--- src/rtl/ptg_pkg.sv ---
package ptg_pkg;
    localparam int PTG_CW     = 16;
    localparam int PTG_CTRL_W = 4;
    localparam int CTL_HPOL   = 0;
    localparam int CTL_VPOL   = 1;
    localparam int CTL_GATE   = 2;
    localparam int CTL_FALL   = 3;

    typedef enum logic [1:0] {
        FR_LOAD = 2'd0,
        FR_ODD  = 2'd1,
        FR_EVEN = 2'd2
    } frame_st_t;

    typedef struct packed {
        logic [PTG_CW-1:0]     h_total;
        logic [PTG_CW-1:0]     h_sync;
        logic [PTG_CW-1:0]     h_start;
        logic [PTG_CW-1:0]     h_end;
        logic [PTG_CW-1:0]     v_sync;
        logic [PTG_CW-1:0]     v_start;
        logic [PTG_CW-1:0]     v_end;
        logic [PTG_CW-1:0]     v_tot_odd;
        logic [PTG_CW-1:0]     v_tot_even;
        logic [PTG_CTRL_W-1:0] ctrl;
    } ptg_cfg_t;
endpackage

--- src/rtl/ptg_wrap_ctr.sv ---
module ptg_wrap_ctr #(
    parameter int W = 16
) (
    input  logic         clk,
    input  logic         rst_n,
    input  logic         hold,
    input  logic         adv,
    input  logic [W-1:0] limit,
    output logic [W-1:0] cnt,
    output logic         last
);
    localparam logic [W:0] ONE = (W+1)'(1);

    logic [W:0] cnt_inc;

    assign cnt_inc = {1'b0, cnt} + ONE;
    assign last    = (cnt_inc >= {1'b0, limit});

    always_ff @(posedge clk or negedge rst_n) begin
        if (!rst_n) begin
            cnt <= '0;
        end else if (hold) begin
            cnt <= '0;
        end else if (adv) begin
            cnt <= last ? '0 : cnt_inc[W-1:0];
        end
    end

    // counter never reaches its terminal count
    a_r1_below_limit: assert property (@(posedge clk) disable iff (!rst_n)
        (limit != '0) |-> (cnt < limit));

    // wrap after the last value
    a_r1_wrap: assert property (@(posedge clk) disable iff (!rst_n)
        (!hold && adv && last) |=> (cnt == '0));

    // single step otherwise
    a_r1_step: assert property (@(posedge clk) disable iff (!rst_n)
        (!hold && adv && !last) |=> (cnt == $past(cnt) + W'(1)));
endmodule

--- src/rtl/ptg_frame_ctl.sv ---
module ptg_frame_ctl
    import ptg_pkg::*;
(
    input  logic                clk,
    input  logic                rst_n,
    input  ptg_cfg_t            cfg_in,
    input  logic                frame_end,
    output frame_st_t           state,
    output ptg_cfg_t            cfg_act,
    output logic                hold,
    output logic [PTG_CW-1:0]   v_limit
);
    frame_st_t nxt;
    logic      load_now;

    always_comb begin
        nxt = state;
        unique case (state)
            FR_LOAD: nxt = FR_ODD;
            FR_ODD:  nxt = frame_end ? FR_EVEN : FR_ODD;
            FR_EVEN: nxt = frame_end ? FR_ODD : FR_EVEN;
            default: nxt = FR_LOAD;
        endcase
    end

    // state register
    always_ff @(posedge clk or negedge rst_n) begin
        if (!rst_n) state <= FR_LOAD;
        else        state <= nxt;
    end

    assign load_now = (state == FR_LOAD) || frame_end;

    // working copy of the programmed timing, refreshed at frame boundaries
    always_ff @(posedge clk or negedge rst_n) begin
        if (!rst_n)        cfg_act <= '0;
        else if (load_now) cfg_act <= cfg_in;
    end

    // outputs of the state machine
    always_comb begin
        hold    = (state == FR_LOAD);
        v_limit = (state == FR_EVEN) ? cfg_act.v_tot_even : cfg_act.v_tot_odd;
    end

    // single load cycle, then the first frame is odd
    a_r10_load_then_odd: assert property (@(posedge clk) disable iff (!rst_n)
        (state == FR_LOAD) |=> (state == FR_ODD));

    // odd frame is followed by even frame
    a_r2_odd_to_even: assert property (@(posedge clk) disable iff (!rst_n)
        (state == FR_ODD && frame_end) |=> (state == FR_EVEN));

    // parity changes only at the frame end
    a_r2_parity_hold: assert property (@(posedge clk) disable iff (!rst_n)
        (state != FR_LOAD && !frame_end) |=> $stable(state));

    // working timing frozen within a frame
    a_r9_shadow_hold: assert property (@(posedge clk) disable iff (!rst_n)
        (state != FR_LOAD && !frame_end) |=> $stable(cfg_act));
endmodule

--- src/rtl/ptg_out_stage.sv ---
module ptg_out_stage
    import ptg_pkg::*;
(
    input  logic              clk,
    input  logic              rst_n,
    input  logic              hold,
    input  ptg_cfg_t          cfg,
    input  logic [PTG_CW-1:0] h_cnt,
    input  logic [PTG_CW-1:0] v_cnt,
    output logic              hsync,
    output logic              vsync,
    output logic              de,
    output logic              pclk_en,
    output logic              data_on_fall
);
    logic running, hs_act, vs_act, h_win, v_win;

    always_comb begin
        running      = !hold;
        hs_act       = running && (h_cnt < cfg.h_sync);
        vs_act       = running && (v_cnt < cfg.v_sync);
        h_win        = (h_cnt >= cfg.h_start) && (h_cnt < cfg.h_end);
        v_win        = (v_cnt >= cfg.v_start) && (v_cnt < cfg.v_end);
        de           = running && h_win && v_win;
        hsync        = hs_act ~^ cfg.ctrl[CTL_HPOL];
        vsync        = vs_act ~^ cfg.ctrl[CTL_VPOL];
        pclk_en      = !cfg.ctrl[CTL_GATE] || de;
        data_on_fall = cfg.ctrl[CTL_FALL];
    end

    // the active window opens only at the programmed horizontal start
    a_r5_de_rise_at_start: assert property (@(posedge clk) disable iff (!rst_n)
        $rose(de) |-> (h_cnt == cfg.h_start));
endmodule

--- src/rtl/panel_timing_gen.sv ---
module panel_timing_gen
    import ptg_pkg::*;
(
    input  logic                  clk,
    input  logic                  rst_n,
    input  logic [PTG_CW-1:0]     h_total,
    input  logic [PTG_CW-1:0]     h_sync_w,
    input  logic [PTG_CW-1:0]     h_act_start,
    input  logic [PTG_CW-1:0]     h_act_end,
    input  logic [PTG_CW-1:0]     v_sync_w,
    input  logic [PTG_CW-1:0]     v_act_start,
    input  logic [PTG_CW-1:0]     v_act_end,
    input  logic [PTG_CW-1:0]     v_total_odd,
    input  logic [PTG_CW-1:0]     v_total_even,
    input  logic [PTG_CTRL_W-1:0] ctrl,
    output logic                  hsync,
    output logic                  vsync,
    output logic                  de,
    output logic                  pclk_en,
    output logic                  data_on_fall,
    output logic [PTG_CW-1:0]     pix_cnt,
    output logic [PTG_CW-1:0]     line_cnt,
    output logic                  cfg_err
);
    ptg_cfg_t          cfg_in, cfg_act;
    frame_st_t         state;
    logic              hold, h_last, v_last, frame_end;
    logic [PTG_CW-1:0] v_limit;

    always_comb begin
        cfg_in.h_total    = h_total;
        cfg_in.h_sync     = h_sync_w;
        cfg_in.h_start    = h_act_start;
        cfg_in.h_end      = h_act_end;
        cfg_in.v_sync     = v_sync_w;
        cfg_in.v_start    = v_act_start;
        cfg_in.v_end      = v_act_end;
        cfg_in.v_tot_odd  = v_total_odd;
        cfg_in.v_tot_even = v_total_even;
        cfg_in.ctrl       = ctrl;
    end

    assign frame_end = h_last && v_last && !hold;
    assign cfg_err   = !h_act_start[0];

    ptg_frame_ctl u_frame (
        .clk       (clk),
        .rst_n     (rst_n),
        .cfg_in    (cfg_in),
        .frame_end (frame_end),
        .state     (state),
        .cfg_act   (cfg_act),
        .hold      (hold),
        .v_limit   (v_limit)
    );

    ptg_wrap_ctr #(.W(PTG_CW)) u_hctr (
        .clk   (clk),
        .rst_n (rst_n),
        .hold  (hold),
        .adv   (1'b1),
        .limit (cfg_act.h_total),
        .cnt   (pix_cnt),
        .last  (h_last)
    );

    ptg_wrap_ctr #(.W(PTG_CW)) u_vctr (
        .clk   (clk),
        .rst_n (rst_n),
        .hold  (hold),
        .adv   (h_last),
        .limit (v_limit),
        .cnt   (line_cnt),
        .last  (v_last)
    );

    ptg_out_stage u_out (
        .clk          (clk),
        .rst_n        (rst_n),
        .hold         (hold),
        .cfg          (cfg_act),
        .h_cnt        (pix_cnt),
        .v_cnt        (line_cnt),
        .hsync        (hsync),
        .vsync        (vsync),
        .de           (de),
        .pclk_en      (pclk_en),
        .data_on_fall (data_on_fall)
    );

    // line counter only moves when the pixel counter wraps
    a_r1_line_on_wrap: assert property (@(posedge clk) disable iff (!rst_n)
        (!hold && !h_last) |=> $stable(line_cnt));
endmodule

--- config.mk ---
export PLATFORM = sky130hd
export DESIGN_NAME = panel_timing_gen
export DESIGN_NICKNAME = d
export VERILOG_FILES = /design/src/rtl/ptg_pkg.sv /design/src/rtl/ptg_wrap_ctr.sv /design/src/rtl/ptg_frame_ctl.sv /design/src/rtl/ptg_out_stage.sv /design/src/rtl/panel_timing_gen.sv
export SDC_FILE = /design/constraint.sdc
export NUM_CORES = 1
export LEC_CHECK = 0
export ABC_CLOCK_PERIOD_IN_PS = 4600
export BUFFER_PORTS_ARGS = -buffer_cell sky130_fd_sc_hd__buf_2
export CAP_MARGIN = 10
export CORE_AREA = 2 2 160 162
export DETAILED_ROUTE_END_ITERATION = 7
export DIE_AREA = 0 0 162 164
export PLACE_DENSITY = 0.74
export SLEW_MARGIN = 20
export SYNTH_ARGS = -nofsm -noshare
export SYNTH_HDL_FRONTEND = slang
export SYNTH_SLANG_ARGS = --single-unit
--- constraint.sdc ---
create_clock -name clk -period 4.6 [get_ports clk]
set_input_delay 0.46 -clock clk [delete_from_list [all_inputs] [get_ports clk]]
set_output_delay 0.46 -clock clk [all_outputs]
set_load 0.02 [all_outputs]
Word-level counts from Yosys, hierarchy flattened. Cells that the tools add are included.

Word-level logic and storage cells: 51. Register bits: 182. Output and inout bits: 38.

Order comparisons: 8. Reduce and logical (&&, ||, !) cells: 15. Add/sub/neg operators: 2. Multiplexer cells: 9. Bitwise operators: 2. Equality and inequality tests: 2.

Operators by type and width (number): $mux W16 (6); $lt A16 B16 Y1 (4); $add A16 B1 Y17 const B (2); $ge A17 B16 Y1 (2); $ge A16 B16 Y1 (2); $logic_and A1 B1 Y1 (8); $pmux W2 S3 (1); $mux W2 (2); $logic_not A1 Y1 (3); $eq A2 B1 Y1 const B (1); $eq A2 B2 Y1 const B (1); $logic_not A2 Y1 (1); $logic_or A1 B1 Y1 (2); $reduce_bool A2 Y1 (1); $xnor A1 B1 Y1 (2).

Depth between registers and ports, before layout. Gate-level depths: netlist (run 1).

Depth after elaboration: 7. Depth in mapped cells: 14. Mapped depth without buffers: 12.

Modules after synthesis. Synthesis (run 1) repeated with hierarchy kept, for this count alone.

Cell total of the unflattened synthesis: 1027. Area, all modules: 11877.6 µm².

By module, submodules not included: ptg_frame_ctl (sequential area each 3753.6 µm², instances 1, cells an instance 339, area an instance 6293.5 µm²); ptg_out_stage (sequential area each 0.0 µm², instances 1, cells an instance 324, area an instance 2313.5 µm²); ptg_wrap_ctr (u_vctr) (sequential area each 400.4 µm², instances 1, cells an instance 179, area an instance 1739.2 µm²); ptg_wrap_ctr (u_hctr) (sequential area each 400.4 µm², instances 1, cells an instance 182, area an instance 1515.2 µm²); panel_timing_gen (sequential area each 0.0 µm², instances 1, cells an instance 3, area an instance 16.3 µm²).

Worst setup path after synthesis (run 1). No wires, ideal clock.

Path type: reg2reg. From: register u_vctr.cnt[1]. To: register u_frame.cfg_act[100] (netlist name). Period minus slack after synthesis: 4.032 ns. Slack: 0.568 ns. Setup time: 0.125 ns. Path buffers: 2. Required time: 4.475 ns. Arrival time: 3.907 ns. Cell stages (with the launch flop): 14. Cell sequence: dfrtp_1 -> ha_1 -> nand2_1 -> nor4_2 -> nand3_1 -> xnor2_1 -> ha_1 -> a21o_1 -> a221oi_1 -> or4b_4 -> a21oi_4 -> buf_12 -> buf_12 -> mux2_4.

Longest elaborated chain between the ends: 5.

RTL lines: start, declared (line ptg_wrap_ctr.sv:9) `output logic [W-1:0] cnt,`; start signal, assigned (line ptg_wrap_ctr.sv:25) `cnt <= last ? '0 : cnt_inc[W-1:0];`; $add A16 B1 Y17 (line ptg_wrap_ctr.sv:16) `assign cnt_inc = {1'b0, cnt} + ONE;`; $ge A17 B16 Y1 (line ptg_wrap_ctr.sv:17) `assign last = (cnt_inc >= {1'b0, limit});`; $logic_and A1 B1 Y1 (2 in a row) (line panel_timing_gen.sv:43) `assign frame_end = h_last && v_last && !hold;`; $logic_or A1 B1 Y1 (line ptg_frame_ctl.sv:32) `assign load_now = (state == FR_LOAD) || frame_end;`.

No other way between the ends. A chain may end at the register's enable or synchronous reset.

Worst setup path in the final report (run 1).
From: register u_vctr.cnt[9]. To: register u_frame.cfg_act[83] (netlist name).

Longest elaborated chain between the ends: 5.

RTL lines (line): $add A16 B1 Y17 (ptg_wrap_ctr.sv:16); $ge A17 B16 Y1 (ptg_wrap_ctr.sv:17); $logic_and A1 B1 Y1 (2 in a row) (panel_timing_gen.sv:43); $logic_or A1 B1 Y1 (ptg_frame_ctl.sv:32).

No other way between the ends.

==> results.ini, run 1 <==
[sta]
slew_viol_final=0
finalSetupViolCount=0
hold_viol_final=0
timing.hold.ws_ns=0.238
period_needed_ns=4.28
max_freq_mhz=234
rsz0062_at_grt=no
post-route-period-util_pct=93.1
relSlewSlack_pct=58.6
worstMarginPinSlew_ns=0.613
tns_ns=0
fin_skew_ns=0.0110

[grt]
track_usage_pct=20.6
overflow=0
antenna_found_initial=0
grt_start_max_net_pins=109
grt_pass1_vias=8157
grt_pass1_wl_mm=42.6

[status]
status=complete, no violations

[worst_setup_path]
crit_arrival_ns=4.59
start_kind=register
path_buf_inv=2
crit_family=simple AND/OR/NAND/NOR gates
path_cells=nand4_1 -> nor4_4 -> nand3_1 -> xnor2_1 -> ha_1 -> a21o_1 -> a221oi_1 -> or4b_4 -> a21oi_4 -> buf_4 -> buf_12 -> mux2_2
r2r_setup_slack_ns=0.32
crit_path_start=u_vctr.cnt[9]$_DFFE_PN0P_
critical_path_class=reg2reg
slowest_delay_ns=0.57
r2r_cells=12
cp_max_fo=30
slowest_stage=dfrtp_1
required_ns=4.91
crit-reg2reg-launch=u_vctr.cnt[9]$_DFFE_PN0P_
worst_r2r_endpoint=u_frame.cfg_act[83]$_DFFE_PN0P_
cp.depth=12
end_kind=register

[place]
dpl.hpwl_mm=20.1
gp_congestion=0.838
port_buffers=187
dp_cells=1466

[yosys]
avgSynthCellArea_um2=11.7
yosysTopAreaCellShare_pct=41.1
synth_simple_gate_area_share_pct=8.58
postSynthNetCount=1225
seq_area_frac_synth_pct=41.1
muxShareOfSynthArea_pct=19.9
synthCells=949
yosys_register_bits=182
synth_ff_type=dfrtp_1
synthArstFlopShare_pct=100
yosys_warnings=0
synth-compound-area-share_pct=7.14
synthXorXnorAreaFrac_pct=2.37
synth_area_leader_cell=dfrtp_1
synth_edf_count=0
synth_top_family_by_area=multiplexers
synthTopCellsByArea=dfrtp_1, ha_1, mux2_4
mappedNetlistArea_um2=11100
synth_adder_area_share_pct=14.2
synth.distinct_cells=53

[hold_path]
holdCritStartpoint=ctrl[0]
whs_path_depth=2
hold_end=u_frame.cfg_act[0]$_DFFE_PN0P_
min_path_type=in2reg

[final_layout]
nets=1433
insertedDiodeCount=0
mostFrequentLayoutCell=buf_2
fin_cells=1500
seq_area_um2=4550
most-common-layout-cells=buf_2, dfrtp_1, ha_1
syn_to_final_growth_pct=17.7
multi_input_area_um2=5800
drive_gt1_share_pct=32.7
fillers=2192

[cts]
cts_tree=built
clk_pin_slew_ns=0.07
cts_made_buffers=17
h-tree-depth=4
ctsRootBufferMaster=clkbuf_16
clk_path_buf_depth=2
clock_sinks=182
insertion_delay_ns=0.43

[floorplan]
die-area_um2=26600
ios=188
initial_core_util_pct=44.7
fp.dieW_um=162
die_h_um=164
coreArea_um2=24800
rows=58

[routing]
wl_per_cell_um=17.6
vias=7776
antenna_left=0
drt_iter0_drc=364
dr.pass1.iters=5
remaining_drc_errors=0
drt_wl_total_mm=26.4
via_per_inst=5.18

[run]
maxCapViolations=0

[pwr]
p_per_area_nw_per_um2=306
finalPower_mw=3.99
leakagePower_nw=7.03
peakVddDrop_mv=0.173

==> synth_stat cells (6+ instances only) <==
master and count:
mux2i_1 15, o21ai_0 18, mux2_2 29, nor3_1 7, nand3_1 30, nand4_1 17
a21oi_1 47, a31oi_1 6, nor2_1 25, nor2b_1 16, nand2_1 50, ha_1 126
a211oi_1 11, inv_1 115, nand2b_1 7, dfrtp_1 182, xor2_1 13, nand4b_1 6
clkbuf_1 10, xnor2_1 17, mux2_4 100, buf_12 11, a21o_1 8, o21a_1 8
mux2_1 20
==> worst reg2reg max path: stages (launching register included) <==
cell and delay [ns]:
dfrtp_1 0.57, nand4_1 0.31, nor4_4 0.41, nand3_1 0.14, xnor2_1 0.22, ha_1 0.28, a21o_1 0.18, a221oi_1 0.40
or4b_4 0.56, a21oi_4 0.20, buf_4 0.25, buf_12 0.26, mux2_2 0.37
==> state kept, by name, indices dropped and copies added, names as in the netlist <==
signal           cells
u_frame.state        2
u_hctr.cnt          16
u_frame.cfg_act    148
u_vctr.cnt          16
==> where the power goes <==
part | internal [mW] | switching (mW)
clock network | 0.887 | 0.674
registers | 1.69 | 0.0813
logic | 0.319 | 0.342
==> routing by layer <==
| metal | part of all wire, % | GRT usage [%] | vias up |
|---|---|---|---|
| li1 | - | - | 3753 |
| met1 | 42 | 26.1 | 3767 |
| met2 | 50 | 36.0 | 218 |
| met3 | 5.3 | 3.56 | 38 |
| met4 | 2.4 | 6.76 | 0 |
| met5 | 0 | 0 | - |
==> final cells by class <==
| class | count | area share [%] |
|---|---|---|
| Multi-Input combinational cell | 625 | 44.5 |
| Sequential cell | 182 | 34.9 |
| Timing Repair Buffer | 216 | 9.35 |
| Clock buffer | 18 | 3.37 |
| Inverter | 115 | 3.31 |
| Tap cell | 330 | 3.16 |
| Clock inverter | 14 | 1.43 |
==> worst max-delay path by stage <==
stage / to / slack (ns)
2_1_floorplan: u_frame.cfg_act[100]$_DFFE_PN0P_ / 0.57
3_3_place_gp: u_frame.cfg_act[118]$_DFFE_PN0P_ / 0.43
3_5_place_dp: u_frame.cfg_act[131]$_DFFE_PN0P_ / 0.32
4_1_cts: u_frame.cfg_act[83]$_DFFE_PN0P_ / 0.27
5_1_grt: u_frame.cfg_act[116]$_DFFE_PN0P_ / 0.08
6_report: u_frame.cfg_act[83]$_DFFE_PN0P_ / 0.32
==> cells by family after synthesis <==
| group | after synthesis |
|---|---|
| and+or+nand+nor | 182 |
| xor gates and xnor gates | 30 |
| buffers and inverters | 142 |
| DFF | 182 |
| adders and majority gates | 126 |
| muxes | 164 |
| AOI/OAI and AO/OA | 123 |
==> through the flow <==
| stage | setup slack (ns) | instance area (µm²) | utilization [%] |
|---|---|---|---|
| 2_1_floorplan | 0.568 | 11100 | - |
| 4_1_cts | 0.275 | 13000 | 52.4 |
| 3_5_place_dp | 0.321 | 12400 | 49.9 |
| 3_3_place_gp | 0.430 | 12400 | 49.9 |
| 5_1_grt | 0.0778 | 13000 | 52.6 |
| 6_report | 0.317 | 13000 | 52.6 |
==> repair_timing <==
item | in CTS | in global routing
gates resized for setup | 0 | 1
endpoints found under the setup margin | 0 | 38
hold buffers | 0 | 1
hold endpoints to repair | 0 | 29
setup buffers | 0 | 0
Power figures use the tool's default switching activity.
==> run 2, diff against run 1 <==
--- a/config.mk
+++ b/config.mk
@@ -11,7 +11,9 @@
 export CORE_AREA = 2 2 160 162
 export DETAILED_ROUTE_END_ITERATION = 7
 export DIE_AREA = 0 0 162 164
-export PLACE_DENSITY = 0.74
+export HOLD_SLACK_MARGIN = 0.03
+export MAX_ROUTING_LAYER = met4
+export PLACE_DENSITY = 0.66
 export SLEW_MARGIN = 20
 export SYNTH_ARGS = -nofsm -noshare
 export SYNTH_HDL_FRONTEND = slang
==> results.ini, run 2 (synthesized netlist as in run 1, its figures left out) <==
[worst_setup_path]
path_buf_inv=2
cp_max_fo=35
path_cells=nand3_1 -> nor4_2 -> nand3_1 -> xnor2_1 -> ha_1 -> nand3_1 -> nor3_1 -> a221oi_1 -> or4b_4 -> a21oi_4 -> buf_12 -> buf_4 -> mux2_2
required_ns=4.93
crit_end=u_frame.cfg_act[141]$_DFFE_PN0P_
r2r_setup_slack_ns=0.39
critical_path_class=reg2reg
crit_family=simple AND/OR/NAND/NOR gates
crit_arrival_ns=4.53
slowest_stage=or4b_4
end_kind=register
worst_r2r_endpoint=u_frame.cfg_act[141]$_DFFE_PN0P_
r2r_cells=13
slowest_delay_ns=0.55
cp.depth=13
crit-reg2reg-launch=u_vctr.cnt[4]$_DFFE_PN0P_
crit_path_start=u_vctr.cnt[4]$_DFFE_PN0P_
start_kind=register
critPathMostFrequentCell=nand3_1

[hold_path]
min_path_type=in2async

[pwr]
p_per_area_nw_per_um2=304
leakagePower_nw=7.05
peakVddDrop_mv=0.203

[sta]
period_needed_ns=4.21
relSlewSlack_pct=40.5
post-route-period-util_pct=91.4
tns_ns=0
finalSetupViolCount=0
slew_viol_final=0
worstMarginPinSlew_ns=0.893
max_freq_mhz=238
rsz0062_at_grt=no
hold_viol_final=0
fin_skew_ns=0.0173

[final_layout]
reg_top3=u_frame.cfg_act: 148 flops, u_hctr.cnt: 16 flops, u_vctr.cnt: 16 flops
insertedDiodeCount=0
most-common-layout-cells=buf_2, dfrtp_1, ha_1
largest_register_ffs=148
seq_area_um2=4550
drive_gt1_share_pct=33.2
fin_cells=1507
final_area_um2=13100
fillers=2239
syn_to_final_growth_pct=17.9
nets=1440
multi_input_area_um2=5790
mostFrequentLayoutCell=buf_2
top_register=u_frame.cfg_act

[floorplan]
initial_core_util_pct=44.7
coreArea_um2=24800
fp.dieW_um=162
die_h_um=164
ios=188
die-area_um2=26600
rows=58

[cts]
clock_sinks=182
ctsResizeCount=0
cts_tree=built
clk_pin_slew_ns=0.07
clk_path_buf_depth=2
ctsRootBufferMaster=clkbuf_16
cts_setup_buffers=0
cts_made_buffers=17
hold_buffers=0
insertion_delay_ns=0.44
h-tree-depth=4

[place]
gp_congestion=0.843
dpl.hpwl_mm=20.2
placed_cell_area_um2=12500
dp_cells=1475
port_buffers=187

[routing]
antenna_left=0
dr.pass1.iters=6
via_per_inst=5.13
wl_per_cell_um=17.5
drt_iter0_drc=387
remaining_drc_errors=0
drt_wl_total_mm=26.4
vias=7733

[run]
maxCapViolations=0

[grt]
grt_pass1_vias=8115
track_usage_pct=21.3
antenna_found_initial=0
overflow=0
grt_start_max_net_pins=108
grt_pass1_wl_mm=42.6

[status]
status=complete, no violations

run 2: changes by cell type in the layout (fill, tap and decap cells not counted), sizes merged:
cell         delta
bufinv          -1
buf             +7
clkinv          +1
clkbuf          +1
inv             +1
clkinvlp        -1
dlygate4sd3     -1
run 2: stage by stage:
| stage | setup slack, ns | power, mW | utilization [%] | hold slack [ns] |
|---|---|---|---|---|
| CTS | 0.346 | 4.02 | 52.7 | 0.190 |
| floorplan | 0.568 | 2.17 | - | 0.164 |
| global placement | 0.471 | 2.47 | 50.2 | 0.475 |
| detailed placement | 0.366 | 2.48 | 50.2 | 0.485 |
| finish | 0.395 | 3.97 | 52.7 | 0.117 |
| global route | 0.0600 | 4.17 | 52.7 | 0.183 |
run 2: worst register-to-register path: stages, from the launching register on:
cell and delay, ns:
dfrtp_1 0.51, nand3_1 0.23, nor4_2 0.50, nand3_1 0.15, xnor2_1 0.17, ha_1 0.33, nand3_1 0.11, nor3_1 0.08
a221oi_1 0.32, or4b_4 0.55, a21oi_4 0.24, buf_12 0.31, buf_4 0.26, mux2_2 0.34
run 2: area by class of cell:
cell class	count	area share, %
clock buffer	18	3.36
clock inverter	14	1.23
inverter	115	3.30
multi-input combinational	625	44.3
sequential	182	34.8
tap	330	3.16
timing repair buffer	223	9.77
run 2: power by group:
part           switching [mW]  leakage, nW  internal (mW)
combinational           0.360         4.58          0.322
clock                   0.690        0.291          0.831
sequential             0.0769         2.18           1.69
total                    1.13         7.05           2.84
run 2: worst min path at each step:
stage	cells past startpoint	slack, ns	end
5_1_grt	1	0.18	u_frame.cfg_act[40]$_DFFE_PN0P_
2_1_floorplan	0	0.16	u_frame.cfg_act[0]$_DFFE_PN0P_
3_3_place_gp	1	0.48	u_frame.cfg_act[6]$_DFFE_PN0P_
4_1_cts	1	0.19	u_frame.cfg_act[65]$_DFFE_PN0P_
6_report	1	0.12	u_frame.cfg_act[37]$_DFFE_PN0P_
3_5_place_dp	1	0.49	u_frame.cfg_act[13]$_DFFE_PN0P_
run 2: layer usage:
metal / global-route usage, % / vias up / part of all wire [%]
met2: 36.1 / 183 / 50
met1: 26.2 / 3741 / 43
met5: - / - / 0
met3: 3.74 / 28 / 4.6
met4: 6.32 / 0 / 2.2
li1: - / 3781 / -
